<file path="config.mk">
export PLATFORM = sky130hd
export DESIGN_NAME = clzw_unit
export DESIGN_NICKNAME = d
export VERILOG_FILES = /design/src/rtl/clzw_pkg.sv /design/src/rtl/clzw_decode.sv /design/src/rtl/clzw_lzcount.sv /design/src/rtl/clzw_crgen.sv /design/src/rtl/clzw_unit.sv
export SDC_FILE = /design/constraint.sdc
export NUM_CORES = 1
export LEC_CHECK = 0
export BUFFER_PORTS_ARGS = -buffer_cell sky130_fd_sc_hd__buf_2
export CAP_MARGIN = 5
export CORE_AREA = 2 2 70 72
export CTS_CLUSTER_DIAMETER = 80
export DETAILED_ROUTE_END_ITERATION = 10
export DIE_AREA = 0 0 72 74
export GPL_TIMING_DRIVEN = 0
export HOLD_SLACK_MARGIN = 0.12
export PLACE_DENSITY = 0.79
export SLEW_MARGIN = 20
export SYNTH_ARGS = -nofsm -noshare
export SYNTH_HDL_FRONTEND = slang
export SYNTH_SLANG_ARGS = --single-unit
</file>
<file path="constraint.sdc">
create_clock -name clk -period 4.4 [get_ports clk]
set_clock_uncertainty 0.1 [all_clocks]
set_input_delay 0.88 -clock clk [delete_from_list [all_inputs] [get_ports clk]]
set_output_delay 0.88 -clock clk [all_outputs]
set_load 0.005 [all_outputs]
</file>
<file path="src/rtl/clzw_pkg.sv">
package clzw_pkg;
  localparam int INSTR_W = 32;
  localparam int OPC_W   = 6;
  localparam int XO_W    = 10;
  localparam int RIDX_W  = 5;

  localparam logic [OPC_W-1:0] OPC_MATCH = 6'd31;
  localparam logic [XO_W-1:0]  XO_MATCH  = 10'd26;

  // Field positions in Verilog numbering (bit 0 = LSB).
  localparam int OPC_LSB  = 26;
  localparam int SRC_LSB  = 21;
  localparam int DST_LSB  = 16;
  localparam int XO_LSB   = 1;
  localparam int REC_BIT  = 0;

  typedef struct packed {
    logic lt;
    logic gt;
    logic eq;
    logic so;
  } crf_t;

  typedef struct packed {
    logic              hit;
    logic              rec;
    logic [RIDX_W-1:0] dst;
  } dec_t;
endpackage

</file>
<file path="src/rtl/clzw_decode.sv">
module clzw_decode
  import clzw_pkg::*;
(
  input  logic [INSTR_W-1:0] instr,
  output dec_t               dec
);
  logic [OPC_W-1:0] opc;
  logic [XO_W-1:0]  xo;

  always_comb begin
    opc     = instr[OPC_LSB +: OPC_W];
    xo      = instr[XO_LSB +: XO_W];
    dec.hit = (opc == OPC_MATCH) && (xo == XO_MATCH);
    dec.rec = instr[REC_BIT];
    dec.dst = instr[DST_LSB +: RIDX_W];
  end
endmodule

</file>
<file path="src/rtl/clzw_lzcount.sv">
module clzw_lzcount #(
  parameter int W  = 32,
  localparam int CW = $clog2(W + 1)
) (
  input  logic [W-1:0]  word,
  output logic [CW-1:0] cnt
);
  // Priority encoder: the highest set bit wins, so scan upward and overwrite.
  always_comb begin
    cnt = CW'(W);
    for (int i = 0; i < W; i++) begin
      if (word[i]) cnt = CW'(W - 1 - i);
    end
  end

  always_comb begin

    msb_zero_chk: assert (!word[W-1] || cnt == '0);

    empty_full_chk: assert (word != '0 || cnt == CW'(W));
  end
endmodule

</file>
<file path="src/rtl/clzw_crgen.sv">
module clzw_crgen
  import clzw_pkg::*;
#(
  parameter int CW = 6
) (
  input  logic [CW-1:0] cnt,
  input  logic          so,
  output crf_t          crf
);
  // The count is never negative, so only GT or EQ can be set.
  always_comb begin
    crf.lt = 1'b0;
    crf.eq = (cnt == '0);
    crf.gt = (cnt != '0);
    crf.so = so;
  end
endmodule

</file>
<file path="src/rtl/clzw_unit.sv">
module clzw_unit
  import clzw_pkg::*;
#(
  parameter int REG_W  = 64,
  parameter int WORD_W = 32,
  localparam int CW    = $clog2(WORD_W + 1)
) (
  input  logic               clk,
  input  logic               rst_n,
  input  logic               in_valid,
  output logic               in_ready,
  input  logic [INSTR_W-1:0] in_instr,
  input  logic [REG_W-1:0]   in_src,
  input  logic               in_so,
  output logic               out_valid,
  input  logic               out_ready,
  output logic [RIDX_W-1:0]  out_dest,
  output logic [REG_W-1:0]   out_result,
  output logic               out_gpr_we,
  output logic               out_cr_we,
  output logic [3:0]         out_cr
);
  dec_t          dec;
  logic [CW-1:0] cnt;
  crf_t          crf;

  clzw_decode u_dec (.instr(in_instr), .dec(dec));

  clzw_lzcount #(.W(WORD_W)) u_lz (
    .word (in_src[WORD_W-1:0]),
    .cnt  (cnt)
  );

  clzw_crgen #(.CW(CW)) u_cr (.cnt(cnt), .so(in_so), .crf(crf));

  assign in_ready = !out_valid || out_ready;

  always_ff @(posedge clk) begin
    if (!rst_n) begin
      out_valid  <= 1'b0;
      out_dest   <= '0;
      out_result <= '0;
      out_gpr_we <= 1'b0;
      out_cr_we  <= 1'b0;
      out_cr     <= '0;
    end else if (in_ready) begin
      out_valid <= in_valid;
      if (in_valid) begin
        out_dest   <= dec.dst;
        out_result <= {{(REG_W-CW){1'b0}}, cnt};
        out_gpr_we <= dec.hit;
        out_cr_we  <= dec.hit && dec.rec;
        out_cr     <= crf;
      end
    end
  end


  hold_chk: assert property (@(posedge clk) disable iff (!rst_n)
    out_valid && !out_ready |=> out_valid && $stable(out_result) &&
      $stable(out_cr) && $stable(out_dest) && $stable(out_gpr_we) && $stable(out_cr_we));

  latency_chk: assert property (@(posedge clk) disable iff (!rst_n)
    in_valid && in_ready |=> out_valid);

  cr_needs_gpr_chk: assert property (@(posedge clk) disable iff (!rst_n)
    out_valid && out_cr_we |-> out_gpr_we);

  cr_no_lt_chk: assert property (@(posedge clk) disable iff (!rst_n)
    out_valid && out_cr_we |-> !out_cr[3] && (out_cr[2] != out_cr[1]));

  range_chk: assert property (@(posedge clk) disable iff (!rst_n)
    out_valid && out_gpr_we |-> out_result <= REG_W'(WORD_W));
endmodule

</file>
[Yosys cells after proc, flatten, opt, wreduce, memory -nomap -nowiden]
Cells that the tools add are included.
Cells by class
  eq/ne operators: 2
  reduce and logical (&&, ||, !) cells: 7
  $lt $le $gt $ge: 0
  bitwise gates (word level): 0
  multipliers: 0
  divide/modulo/power cells: 0
  add/sub/neg operators: 0
  muxes and demuxes: 32
  shift operators: 0
Operator list (count)
  two-way mux 6 bit: 32
  == test 10 x 5 -> 1 bit (second input constant): 1
  == test 6 x 5 -> 1 bit (second input constant): 1
  zero test 6 bit: 1
  nonzero test 6 bit: 1
  logical AND 1 bit: 2
  AND reduction 2 bit: 1
  zero test 1 bit: 1
  logical OR 1 bit: 1
Storage, ports and cells
  word-level logic and storage cells: 47
  output and inout port bits: 77
  bits in writable memories: 0
  register bits: 17
  memories kept: 0
  bits in latches: 0
  bits of input ports: 101
  ROM bits: 0

[Depth between registers and ports, before layout]
  word-level depth: 33
  depth in mapped cells: 6

[Cells and area by module]
Synthesis repeated with hierarchy kept, for this count alone.
Unflattened totals
  cells, all modules: 226
  area total of the unflattened synthesis: 1710.4 sq um
By module, submodules not included
  clzw_unit: cells each 142, times used 1, area an instance 1202.4 sq um
  clzw_lzcount: cells each 65, times used 1, area an instance 367.9 sq um
  clzw_decode: cells each 11, times used 1, area an instance 98.8 sq um
  clzw_crgen: cells each 8, times used 1, area an instance 41.3 sq um

[Worst setup path before layout]
No wires, ideal clock.
  kind: input-to-output
  start: input out_ready
  end: output in_ready
  arrival time: 1.044 ns
  stages on the path: 1
  slack: 2.376 ns
  cells stage by stage: nand2b_1
On the way
  word-level cells in the longest chain between the ends: 1
RTL lines
  start: declaration: RTL line clzw_unit.sv:16  | input logic out_ready,
  logical OR 1 bit: RTL line clzw_unit.sv:36  | assign in_ready = !out_valid || out_ready;
  end: declaration: RTL line clzw_unit.sv:11  | output logic in_ready,
Every way passes these cells.

[Worst setup path after layout]
Same ends and word-level chain as after synthesis.

==> results_dict.tcl <==
set metrics [dict create \
    status "completed" \
    ios 178 \
    min_path_type "reg -> reg" \
    synth-seq-cells 17 \
    die_h_um 74 \
    ys_warn_count 0 \
    place_area_um2 2110 \
    p_leak_nw 1.19 \
    route.detailed.wl_per_inst_um 9.45 \
    cts_tree "built" \
    synth-main-ff-cell "dfxtp_1" \
    cts_resized 0 \
    grt.overflow.total 0 \
    io_buffers 76 \
    switching_share_pct 27.9 \
    fin_area_um2 2150 \
    gp_congestion 0.809 \
    viasPerCell 4.04 \
    hold_depth 2 \
    cp_max_fo 4 \
    synth.most_common_cell "buf_4" \
    p_sw_uw 114 \
    coreArea_um2 4600 \
    final_antenna_net_count 0 \
    clk_latency_ps 240 \
    p_seq_share_pct 40.0 \
    finalNetCount 438 \
    placedCellCount 386 \
    r2r_cells 5 \
    syn_area_per_cell_um2 7.29 \
    dieWidth_um 72 \
    fp-row-count 25 \
    path_class "in -> out" \
    worst_pin_slew_ps 493 \
    worstPathRequired_ps 3420 \
    pwr-share-clk_pct 28.4 \
    startpoint_type "input pin" \
    antenna_found_initial 0 \
    cp-end-kind "output pin" \
    numCtsBuffers 3 \
    dr_total_vias 1575 \
    p_per_area_nw_per_um2 190 \
    cts_sinks 17 \
    ctsHtreeMaxLevel 1 \
    drc 0 \
    firstDrtPassIters 5 \
    timing.fmax_mhz 441 \
    multi_input_area_um2 831 \
    fin_cells 390 \
    p_comb_share_pct 31.6 \
    synthTopCellsByCount "buf_4 (60), nand2_1 (21), dfxtp_1 (17)" \
    initial_core_util_pct 31.4 \
    syn2layout_area_growth_pct 49.3 \
    routed_wl_um 3680 \
    dpl.hpwl_um 3310 \
    relSlewSlack_pct 66.8 \
    grt_pass1_wl_um 5330 \
    grt_pass1_vias 1318 \
    layout-drive-gt1-share_pct 43.2 \
    final_util_pct 46.8 \
    setup_viol 0 \
    p_int_uw 294 \
    cts_hold_buf 0 \
    post_cts_buffers 0 \
    path_clk_slew_ps 70 \
    regArea_um2 340 \
    diodes 0 \
    dieArea_um2 5330 \
    rsz0062_at_grt "no" \
    synthCells 198 \
    post-route-min-period_ps 2270 \
    grt_max_degree 11 \
    yosys.area.top_type "buf_4" \
    drt_iter0_drc 42 \
    synthArstFlopShare_pct 0 \
    clk_path_buf_depth 2 \
    finalCritPeriodShare_pct 51.5 \
    synth.distinct_cells 38 \
    synth_edf_count 0 \
    ir_drop_mv 0.0867 \
    tns_ps 0 \
    synthesis.area_um2 1440 \
    ys_top_cells_by_area "buf_4 (31%), dfxtp_1 (24%), a21oi_1 (5.6%)" \
    grtUsageTotal_pct 12.2 \
    fillCellCount 468 \
    final_max_slew_viol_count 0 \
    synth_top_area_share_pct 31.2 \
    yosysSeqAreaShare_pct 23.6 \
    critPathArrivalTime_ps 1290 \
    drv_cap 0 \
    hold_viol_final 0 \
    cts-root-buf "clkbuf_8" \
]
==> power groups by stage <==
stage	Sequential (mW)	Combinational (mW)	Clock, mW
3_5_place_dp	0.167	0.127	0
6_report	0.163	0.129	0.116
3_3_place_gp	0.167	0.126	0
2_1_floorplan	0.168	0.0784	0
5_1_grt	0.164	0.144	0.128
4_1_cts	0.163	0.127	0.120
==> through the flow <==
step / setup slack [ps] / power (mW) / hold slack [ps]
after CTS: 2130 / 0.411 / 355
after global routing: 2120 / 0.436 / 374
after global placement: 2130 / 0.292 / 339
after floorplan: 2380 / 0.246 / 353
after detailed placement: 2080 / 0.294 / 345
final: 2130 / 0.408 / 350
==> layout make-up <==
type | instances | area share [%]
multi-input combinational | 169 | 38.6
sequential | 17 | 15.8
inverter | 8 | 1.39
clock buffer | 4 | 2.09
tap | 54 | 3.14
timing repair buffer | 76 | 17.7
buffer | 62 | 21.3
==> sequential cells by signal (all words and copies together) (netlist names) <==
register and flops:
out_cr 3, out_dest 5, out_cr_we 1, out_valid 1
out_result 6, out_gpr_we 1
==> worst paths after layout <==
path,slack [ps],from,to
min,350,out_dest[0],out_dest[0]
max reg2reg,2960,out_valid,out_cr_we
min reg2reg,350,out_dest[0],out_dest[0]
max,2130,out_ready,in_ready
==> cells by family (layout without fill, tap and decap cells) <==
family | Yosys count | in the layout | synth area share (%)
flops | 17 | 17 | 23.6
other cells | 1 | 59 | 0.260
buf+inv | 70 | 150 | 33.9
compound gates | 39 | 39 | 16.5
simple gates | 71 | 71 | 25.8
==> critical path: stages <==
cell and delay, ps:
buf_2 90, nand2b_1 170, buf_2 140
==> metal layers <==
metal	track usage (%)	vias up	routed length [um]
li1	-	847	-
met1	14.8	655	1490
met2	23.3	71	1870
met3	1.63	2	313
met4	2.52	0	12
met5	0	-	0
==> placed cells by master (no fill, tap or decap), types with 2 or more instances in the layout <==
master,Yosys,layout
buf_2,1,77
conb_1,1,59
nand3_1,3,3
nor3_1,8,8
clkbuf_8,0,3
o21bai_1,2,2
a22oi_1,2,2
o41ai_1,2,2
nor2b_1,2,2
clkbuf_1,1,2
nor2_1,15,15
a31oi_1,2,2
nor4_2,2,2
nand2_1,21,21
nand4_1,3,3
o21ai_0,7,7
inv_1,8,8
nand2b_1,2,2
nor4_1,6,6
buf_4,60,60
dfxtp_1,17,17
a21oi_1,16,16
Power figures use the tool's default switching activity.
